[config.mk]
export PLATFORM = sky130hd
export DESIGN_NAME = fifo_chain
export DESIGN_NICKNAME = d
export VERILOG_FILES = /design/src/rtl/fifo_chain_pkg.sv /design/src/rtl/fifo_chain_seg.sv /design/src/rtl/fifo_chain_sel.sv /design/src/rtl/fifo_chain.sv
export SDC_FILE = /design/constraint.sdc
export NUM_CORES = 1
export LEC_CHECK = 0
export ABC_AREA = 1
export ABC_CLOCK_PERIOD_IN_PS = 3100
export CORE_MARGIN = 10
export CORE_UTILIZATION = 50
export CTS_BUF_LIST = sky130_fd_sc_hd__clkbuf_8
export CTS_CLUSTER_DIAMETER = 200
export CTS_CLUSTER_SIZE = 8
export DETAILED_ROUTE_END_ITERATION = 16
export GPL_TIMING_DRIVEN = 0
export PLACE_DENSITY = 0.73
export REMOVE_ABC_BUFFERS = 1
export SETUP_SLACK_MARGIN = 0.1
export SYNTH_ARGS = -nofsm -noshare
export SYNTH_HDL_FRONTEND = slang
export SYNTH_SLANG_ARGS = --single-unit
[constraint.sdc]
create_clock -name clk -period 3.1 [get_ports clk]
set_input_delay 0.93 -clock clk [delete_from_list [all_inputs] [get_ports clk]]
set_output_delay 0.93 -clock clk [all_outputs]
set_load 0.01 [all_outputs]
[src/rtl/fifo_chain_pkg.sv]
package fifo_chain_pkg;

   function automatic int unsigned bits_for(int unsigned n);
      return (n < 2) ? 1 : $clog2(n);
   endfunction

endpackage

[src/rtl/fifo_chain_seg.sv]
module fifo_chain_seg
   import fifo_chain_pkg::*;
#(
   parameter int unsigned DATA_W = 9,
   parameter int unsigned DEPTH  = 4
)(
   input  logic              clk,
   input  logic              rst_n,
   input  logic              first_load,
   input  logic              wr_en,
   input  logic [DATA_W-1:0] wr_data,
   input  logic              rd_en,
   input  logic              xi_wr,
   input  logic              xi_rd,
   output logic              xo_wr,
   output logic              xo_rd,
   output logic              wr_tok,
   output logic              rd_tok,
   output logic              seg_empty,
   output logic              seg_full,
   output logic [DATA_W-1:0] rd_word
);
   localparam int unsigned PW = bits_for(DEPTH);
   localparam int unsigned CW = bits_for(DEPTH + 1);
   localparam logic [PW-1:0] LAST = PW'(DEPTH - 1);

   initial begin
      if (DEPTH < 2) $error("segment depth must be at least 2");
      if (DATA_W < 1) $error("data width must be at least 1");
   end

   logic [DATA_W-1:0] mem [DEPTH];
   logic [PW-1:0]     wptr, rptr;
   logic [CW-1:0]     cnt;
   logic              wr_go, rd_go, wr_last, rd_last;

   assign seg_empty = (cnt == '0);
   assign seg_full  = (cnt == CW'(DEPTH));
   assign wr_go     = wr_en & wr_tok & ~seg_full;
   assign rd_go     = rd_en & rd_tok & ~seg_empty;
   assign wr_last   = (wptr == LAST);
   assign rd_last   = (rptr == LAST);
   assign xo_wr     = wr_go & wr_last;
   assign xo_rd     = rd_go & rd_last;
   assign rd_word   = mem[rptr];

   always_ff @(posedge clk) begin
      if (wr_go) mem[wptr] <= wr_data;
   end

   always_ff @(posedge clk or negedge rst_n) begin
      if (!rst_n) begin
         wptr <= '0;
         rptr <= '0;
         cnt  <= '0;
      end else begin
         if (wr_go) wptr <= wr_last ? '0 : wptr + 1'b1;
         if (rd_go) rptr <= rd_last ? '0 : rptr + 1'b1;
         case ({wr_go, rd_go})
            2'b10:   cnt <= cnt + 1'b1;
            2'b01:   cnt <= cnt - 1'b1;
            default: cnt <= cnt;
         endcase
      end
   end

   // token flops: expansion-in takes priority so a one-segment ring keeps its tokens
   always_ff @(posedge clk or negedge rst_n) begin
      if (!rst_n) begin
         wr_tok <= ~first_load;
         rd_tok <= ~first_load;
      end else begin
         if (xi_wr)      wr_tok <= 1'b1;
         else if (xo_wr) wr_tok <= 1'b0;
         if (xi_rd)      rd_tok <= 1'b1;
         else if (xo_rd) rd_tok <= 1'b0;
      end
   end


   seg_cnt_bound_chk: assert property (@(posedge clk) disable iff (!rst_n)
      cnt <= CW'(DEPTH));

endmodule

[src/rtl/fifo_chain_sel.sv]
module fifo_chain_sel #(
   parameter int unsigned N = 3,
   parameter int unsigned W = 10
)(
   input  logic [N-1:0]        sel,
   input  logic [N-1:0][W-1:0] din,
   output logic [W-1:0]        dout
);
   generate
      if (N == 1) begin : g_single
         assign dout = din[0] & {W{sel[0]}};
      end else begin : g_andor
         always_comb begin
            dout = '0;
            for (int i = 0; i < N; i++) dout |= din[i] & {W{sel[i]}};
         end
      end
   endgenerate
endmodule

[src/rtl/fifo_chain.sv]
module fifo_chain
   import fifo_chain_pkg::*;
#(
   parameter int unsigned DATA_W    = 9,
   parameter int unsigned SEG_DEPTH = 4,
   parameter int unsigned SEG_COUNT = 3
)(
   input  logic                 clk,
   input  logic                 rst_n,
   input  logic                 wr_en,
   input  logic [DATA_W-1:0]    wr_data,
   input  logic                 rd_en,
   output logic [DATA_W-1:0]    rd_data,
   output logic                 empty,
   output logic                 full,
   output logic [SEG_COUNT-1:0] wr_owner,
   output logic [SEG_COUNT-1:0] rd_owner
);
   localparam int unsigned RW = DATA_W + 1;

   initial begin
      if (SEG_COUNT < 1) $error("segment count must be at least 1");
   end

   logic [SEG_COUNT-1:0]         xo_wr, xo_rd, seg_empty, seg_full;
   logic [SEG_COUNT-1:0][RW-1:0] rd_pack;
   logic [SEG_COUNT-1:0][0:0]    full_pack;
   logic [RW-1:0]                rd_sel;
   logic [0:0]                   full_sel;

   genvar i;
   generate
      for (i = 0; i < SEG_COUNT; i++) begin : g_seg
         localparam int unsigned PREV = (i + SEG_COUNT - 1) % SEG_COUNT;
         fifo_chain_seg #(.DATA_W(DATA_W), .DEPTH(SEG_DEPTH)) u_seg (
            .clk       (clk),
            .rst_n     (rst_n),
            .first_load(i != 0),
            .wr_en     (wr_en),
            .wr_data   (wr_data),
            .rd_en     (rd_en),
            .xi_wr     (xo_wr[PREV]),
            .xi_rd     (xo_rd[PREV]),
            .xo_wr     (xo_wr[i]),
            .xo_rd     (xo_rd[i]),
            .wr_tok    (wr_owner[i]),
            .rd_tok    (rd_owner[i]),
            .seg_empty (seg_empty[i]),
            .seg_full  (seg_full[i]),
            .rd_word   (rd_pack[i][DATA_W-1:0])
         );
         assign rd_pack[i][DATA_W] = seg_empty[i];
         assign full_pack[i]       = seg_full[i];
      end
   endgenerate

   fifo_chain_sel #(.N(SEG_COUNT), .W(RW)) u_rd_sel (
      .sel (rd_owner),
      .din (rd_pack),
      .dout(rd_sel)
   );

   fifo_chain_sel #(.N(SEG_COUNT), .W(1)) u_full_sel (
      .sel (wr_owner),
      .din (full_pack),
      .dout(full_sel)
   );

   assign empty   = rd_sel[DATA_W];
   assign rd_data = rd_sel[DATA_W-1:0];
   assign full    = full_sel[0];


   wr_tok_onehot_chk: assert property (@(posedge clk) disable iff (!rst_n)
      $countones(wr_owner) == 1);

   rd_tok_onehot_chk: assert property (@(posedge clk) disable iff (!rst_n)
      $countones(rd_owner) == 1);

   wr_tok_move_chk: assert property (@(posedge clk) disable iff (!rst_n)
      !wr_en |=> $stable(wr_owner));

   rd_tok_move_chk: assert property (@(posedge clk) disable iff (!rst_n)
      !rd_en |=> $stable(rd_owner));

   no_overflow_chk: assert property (@(posedge clk) disable iff (!rst_n)
      (full && !rd_en) |=> full);

   no_underflow_chk: assert property (@(posedge clk) disable iff (!rst_n)
      (empty && !wr_en) |=> empty);

endmodule

==> results.json, run 1 <==
{
  "outcome": "finished, final reports clean",
  "clk_pin_slew_ns": 0.07,
  "avgRoutedWirePerCell_microns": 16.38,
  "io-pin-count": 30,
  "drt-pass1-iter-count": 5,
  "rsz0062_at_grt": "true",
  "criticalPathCategory": "register to output port",
  "rows": 39,
  "finalWeightedCongestion": 0.8096,
  "ys_seq_elements": 135,
  "design.die.area_sq_um": 16520,
  "sequentialPowerShare_pct": 59.0,
  "finalNonFillerCells": 712,
  "endpoint_kind": "output port",
  "syn_area_sq_um": 5891,
  "syn_to_final_growth_pct": 14.32,
  "via_per_inst": 5.334,
  "critPathMaxFanout": 18,
  "syn_inst": 519,
  "port_buffers": 29,
  "power_density_nw_per_um2": 492.5,
  "cts_sinks": 135,
  "via_count": 3798,
  "antenna_found_initial": 0,
  "drive_gt1_share_pct": 12.83,
  "start_util_pct": 51.37,
  "grt_max_degree": 28,
  "core_sq_um": 11470,
  "num_antenna_cells": 0,
  "netlist.top_cell.by_area": "edfxtp_1",
  "fin_setup_tns_ns": 0,
  "netlist.area_leader.share_pct": 55.06,
  "arrival_ns": 2.00,
  "finalCritPeriodShare_pct": 94.54,
  "finalSetupViolations": 0,
  "ir_worst_vdd_mv": 0.2332,
  "clock-root-buffer": "clkbuf_8",
  "dpl.cell_count": 669,
  "grt_pass1_wl_microns": 18300,
  "drc": 0,
  "power.switching_mw": 0.7139,
  "power_frac_comb_pct": 1.3,
  "overflow": 0,
  "critPathRequiredTime_ns": 2.17,
  "p_leak_nw": 2.644,
  "cts_buffer_depth": 2,
  "clock_power_share_pct": 39.7,
  "synthTopCellsByArea": "edfxtp_1, dfrtp_1, nand2_1",
  "nets": 590,
  "hold_viol_final": 0,
  "cp-start-kind": "register",
  "cts_tree": "yes",
  "clock_skew_ns": 0.01139,
  "htree_levels": 4,
  "synth_cell_types": 24,
  "min_period_ns": 2.931,
  "finalMaxSlewViolations": 0,
  "slew_headroom_pct": 20.86,
  "hpwl_microns": 7522,
  "hold_path.class": "register to register",
  "grt_use_total_pct": 14.52,
  "switching_share_pct": 21.53,
  "synth_warnings": 0,
  "intPower_mw": 2.603,
  "detail-route-antenna-nets": 0,
  "fmax_mhz": 341.2,
  "syn_area_per_cell_sq_um": 11.35,
  "clkLatencyLatePin_ns": 0.44,
  "synth_seq_area_share_pct": 66.57,
  "die_h_microns": 128.5,
  "max-cap-violations": 0,
  "grt_pass1_vias": 3615,
  "drtIter0Drc": 256,
  "die_x_microns": 128.5,
  "tightestPinTransition_ns": 1.183,
  "routed_wl_microns": 11660,
  "numCtsBuffers": 17
}
[area by class of cell]
cell class	count	area, sq um
clock inverters	15	130.1
multi-input cells	320	1679
fillers	860	4733
inverters	42	181.4
clock buffers	17	234.0
repair buffers	40	394.1
well taps	143	178.9
flip-flops and latches	135	3936
[routing by layer]
layer	GRT usage [%]	vias to the layer above	wire length, microns
met5	0	-	0
met4	6.418	0	186
met3	3.778	20	746
met2	24.59	132	5997
met1	17.08	1794	4731
li1	-	1852	-
[stage by stage]
| step | hold slack [ns] | util, % | cell area [sq um] | setup slack (ns) | power [mW] |
|---|---|---|---|---|---|
| 2_1_floorplan | 0.4465 | - | 5758 | 0.8446 | 1.996 |
| 3_3_place_gp | 0.4615 | 54.30 | 6227 | 0.1000 | 2.039 |
| 3_5_place_dp | 0.4661 | 54.30 | 6227 | 0.02809 | 2.041 |
| 4_1_cts | 0.4801 | 58.63 | 6723 | 0.1083 | 3.322 |
| 5_1_grt | 0.5105 | 58.72 | 6734 | 0.05089 | 3.393 |
| 6_report | 0.4758 | 58.72 | 6734 | 0.1693 | 3.317 |
[power by group through the flow]
stage                     combinational [mW]  sequential (mW)  clock [mW]
after floorplan                    0.0000756             2.00           0
after global placement                0.0430             2.00           0
after detailed placement              0.0446             2.00           0
after CTS                             0.0445             1.96        1.32
after global routing                  0.0491             1.96        1.39
final                                 0.0445             1.96        1.32
[path summary, 6_finish.rpt]
check                      slack, ns  cells after the start              startpoint                     end
setup reg to reg                0.85                      8   g_seg[1].u_seg.rd_tok   g_seg[1].u_seg.cnt[2]
hold / removal                  0.48                      1   g_seg[2].u_seg.cnt[0]   g_seg[2].u_seg.cnt[0]
setup / recovery                0.17                      6  g_seg[1].u_seg.rptr[0]              rd_data[6]
hold reg to reg                 0.48                      1   g_seg[2].u_seg.cnt[0]   g_seg[2].u_seg.cnt[0]
max in group asynchronous       1.12                      1                   rst_n  g_seg[2].u_seg.rptr[0]
min in group asynchronous       1.11                      1                   rst_n   g_seg[0].u_seg.cnt[1]
[worst max-delay path: stages (launching register included)]
cell and delay [ns]:
dfrtp_4 0.53, inv_6 0.15, nand2_1 0.07, nand3_1 0.08
nand3_1 0.08, nand3_1 0.11, clkdlybuf4s50_1 0.54
[Yosys cell counts (all sizes together)]
library cell	n
a21oi	3
buf	22
clkinv	3
dfrtp	25
dfstp	2
edfxtp	108
fa	3
ha	18
inv	39
nand2	144
nand3	104
nand4	12
nor2	9
o21ai	12
or2	9
xnor2	3
xor2	3
[layout by cell type, fill, tap and decap left out]
master	instances
clkinv_2	5
nand3_2	8
nand2_1	144
dlymetal6s2s_1	2
o21ai_1	3
ha_1	18
buf_12	1
or2_0	3
clkbuf_8	17
inv_2	4
dfrtp_2	3
buf_4	7
a21oi_1	3
fa_1	3
bufinv_16	1
clkdlybuf4s50_1	21
clkinv_4	3
nor2_1	9
clkinv_1	2
or2_2	6
dfrtp_1	19
inv_1	32
o21ai_0	9
dfstp_2	2
xnor2_1	3
clkinvlp_4	4
buf_6	3
nand3_1	96
inv_6	4
dlygate4sd2_1	6
xor2_1	3
inv_8	2
edfxtp_1	108
nand4_1	12
dfrtp_4	3
[flip-flops by register name (all words and copies together), names as in the netlist]
| name | flops |
|---|---|
| g_seg.u_seg.mem | 108 |
| g_seg.u_seg.cnt | 9 |
| g_seg.u_seg.rptr | 6 |
| g_seg.u_seg.wptr | 6 |
| g_seg.u_seg.rd_tok | 3 |
| g_seg.u_seg.wr_tok | 3 |
[logic make-up (layout without fill, tap and decap cells)]
| kind of cell | count (synthesis) | after routing | synth area share [%] |
|---|---|---|---|
| and+or+nand+nor | 278 | 278 | 21.50 |
| DFF | 135 | 135 | 66.57 |
| buffers and inverters | 64 | 114 | 4.928 |
| adders and majority gates | 21 | 21 | 4.843 |
| AOI/OAI and AO/OA | 15 | 15 | 1.274 |
| xor gates and xnor gates | 6 | 6 | 0.8923 |
[what timing repair did]
action / in CTS / in global routing
gates resized for setup: 27 / 4
endpoints found under the setup margin: 9 / 3
buffers inserted: 11 / 0
hold buffers: 0 / 0
Note: power is estimated with default switching activity, not from simulation.
==> inputs of run 2 (changes only) <==
CAP_MARGIN = 10   (was unset)
==> results.json, run 2 (synthesis gave the netlist of run 1 again) <==
{
  "design.die.area_sq_um": 16520,
  "n_fill_cell": 855,
  "routed_wl_microns": 11710,
  "criticalPathCategory": "register to output port",
  "crit_chain": "inv_6 > nand2_1 > nand3_1 > nand3_1 > nand3_1 > clkdlybuf4s50_1",
  "start_util_pct": 51.37,
  "overflow": 0,
  "cts_tree": "yes",
  "drive_gt1_share_pct": 12.98,
  "die_x_microns": 128.5,
  "htree_levels": 4,
  "cts_sinks": 135,
  "finalCritPeriodShare_pct": 94.44,
  "rsz0062_at_grt": "true",
  "endpoint_kind": "output port",
  "met3_length_microns": 683,
  "power_density_nw_per_um2": 490.4,
  "core_sq_um": 11470,
  "io-pin-count": 30,
  "seq_area_sq_um": 3936,
  "timing.rr.start": "g_seg[1].u_seg.rd_tok",
  "wl_met2_microns": 6099,
  "antenna_found_initial": 0,
  "layout_common_cells": "nand2_1, edfxtp_1, nand3_1",
  "avgRoutedWirePerCell_microns": 16.43,
  "final_common_cell": "nand2_1",
  "finalMaxSlewViolations": 0,
  "regMostFlops": "g_seg.u_seg.mem",
  "hold_viol_final": 0,
  "whs_ns": 0.4758,
  "nets": 591,
  "cp-start-kind": "register",
  "ir_worst_vdd_mv": 0.2294,
  "clock_skew_ns": 0.01286,
  "hold_path.class": "register to register",
  "slew_headroom_pct": 41.01,
  "cpMostUsedCell": "nand3_1",
  "cts_buffer_depth": 2,
  "hpwl_microns": 7522,
  "grt_pass1_vias": 3615,
  "rr_worst_depth": 8,
  "port_buffers": 29,
  "endpoint": "rd_data[6]",
  "die_h_microns": 128.5,
  "finalWeightedCongestion": 0.8096,
  "setup_slack_ns": 0.1725,
  "reg2reg_slack_ns": 0.86,
  "critPathMaxFanout": 18,
  "critPathMaxStageDelay_ns": 0.54,
  "min_period_ns": 2.928,
  "via_per_inst": 5.337,
  "clk_pin_slew_ns": 0.07,
  "drc": 0,
  "detail-route-antenna-nets": 0,
  "max-cap-violations": 0,
  "clock-root-buffer": "clkbuf_8",
  "largest_reg_flops": 108,
  "hold_start": "g_seg[2].u_seg.cnt[0]",
  "finish.instance_area_sq_um": 6761,
  "clkLatencyLatePin_ns": 0.44,
  "tightestPinTransition_ns": 0.8816,
  "dpl_cell_area_sq_um": 6227,
  "arrival_ns": 2.00,
  "place_ws_ns": 0.02809,
  "rows": 39,
  "worst_r2r_endpoint": "g_seg[1].u_seg.cnt[2]",
  "setup.worst_path.start": "g_seg[1].u_seg.rptr[0]",
  "whs_path_depth": 1,
  "cpMaxStageDelayCell": "clkdlybuf4s50_1",
  "top_layer_used": "met4",
  "num_antenna_cells": 0,
  "biggestRegsByFlops": "g_seg.u_seg.mem (108), g_seg.u_seg.cnt (9)",
  "ctsHoldBuffers": 0,
  "syn_to_final_growth_pct": 14.78,
  "numCtsBuffers": 17,
  "fmax_mhz": 341.6,
  "grt_pass1_wl_microns": 18300,
  "finalSetupViolations": 0,
  "via_count": 3805,
  "critPathRequiredTime_ns": 2.17,
  "outcome": "finished, final reports clean",
  "fin_setup_tns_ns": 0,
  "drtIter0Drc": 253,
  "grt_max_degree": 28,
  "multi_input_area_sq_um": 1679,
  "drt-pass1-iter-count": 5,
  "post-route-util_pct": 58.96,
  "p_leak_nw": 2.657,
  "grt_use_total_pct": 14.52,
  "wl_met1_microns": 4768
}
[run 2: cell types whose count changed in the layout (fill, tap and decap cells not counted)]
cell and change:
buf_16 +1
[run 2: power by group]
part	total, mW	switching [mW]	internal (mW)
clock	1.31	0.678	0.633
sequential	1.96	0	1.96
combinational	0.0488	0.0319	0.0169
total	3.32	0.709	2.61
[run 2: repair_timing]
action                                  4_1_cts  5_1_grt
buffers inserted                             11        0
endpoints found under the setup margin        9        3
cloned                                        0        0
gates resized for setup                      27        4
[run 2: final cells by class]
type / instances / area share (%)
clock buffer: 17 / 3.460
sequential: 135 / 58.22
timing repair buffer: 41 / 6.236
inverter: 42 / 2.683
clock inverter: 15 / 1.925
tap: 143 / 2.646
multi-input combinational: 320 / 24.83
[run 2: worst min-delay path by stage]
stage                                        to  slack, ns
after detailed placement  g_seg[2].u_seg.cnt[0]       0.47
after global placement    g_seg[2].u_seg.cnt[0]       0.46
final                     g_seg[2].u_seg.cnt[0]       0.48
after floorplan           g_seg[2].u_seg.cnt[0]       0.45
after CTS                 g_seg[2].u_seg.cnt[0]       0.48
after global routing      g_seg[2].u_seg.cnt[0]       0.51
[run 2: critical path: cells and delay by family, from the launching register on]
kind / cells / cell delay [ns]
simple gates: 4 / 0.33
flops: 1 / 0.53
buf+inv: 2 / 0.69
[run 2: stage by stage]
| stage | std cells | power, mW |
|---|---|---|
| finish | 713 | 3.316 |
| global route | 713 | 3.398 |
| CTS | 712 | 3.322 |
| detailed placement | 669 | 2.041 |
| global placement | 669 | 2.039 |
| floorplan | 497 | 1.996 |
[run 2: per-layer routing]
| metal | vias up | global-route usage, % |
|---|---|---|
| met5 | - | 0 |
| met4 | 0 | 6.418 |
| met3 | 17 | 3.778 |
| met2 | 120 | 24.59 |
| met1 | 1814 | 17.08 |
| li1 | 1854 | - |
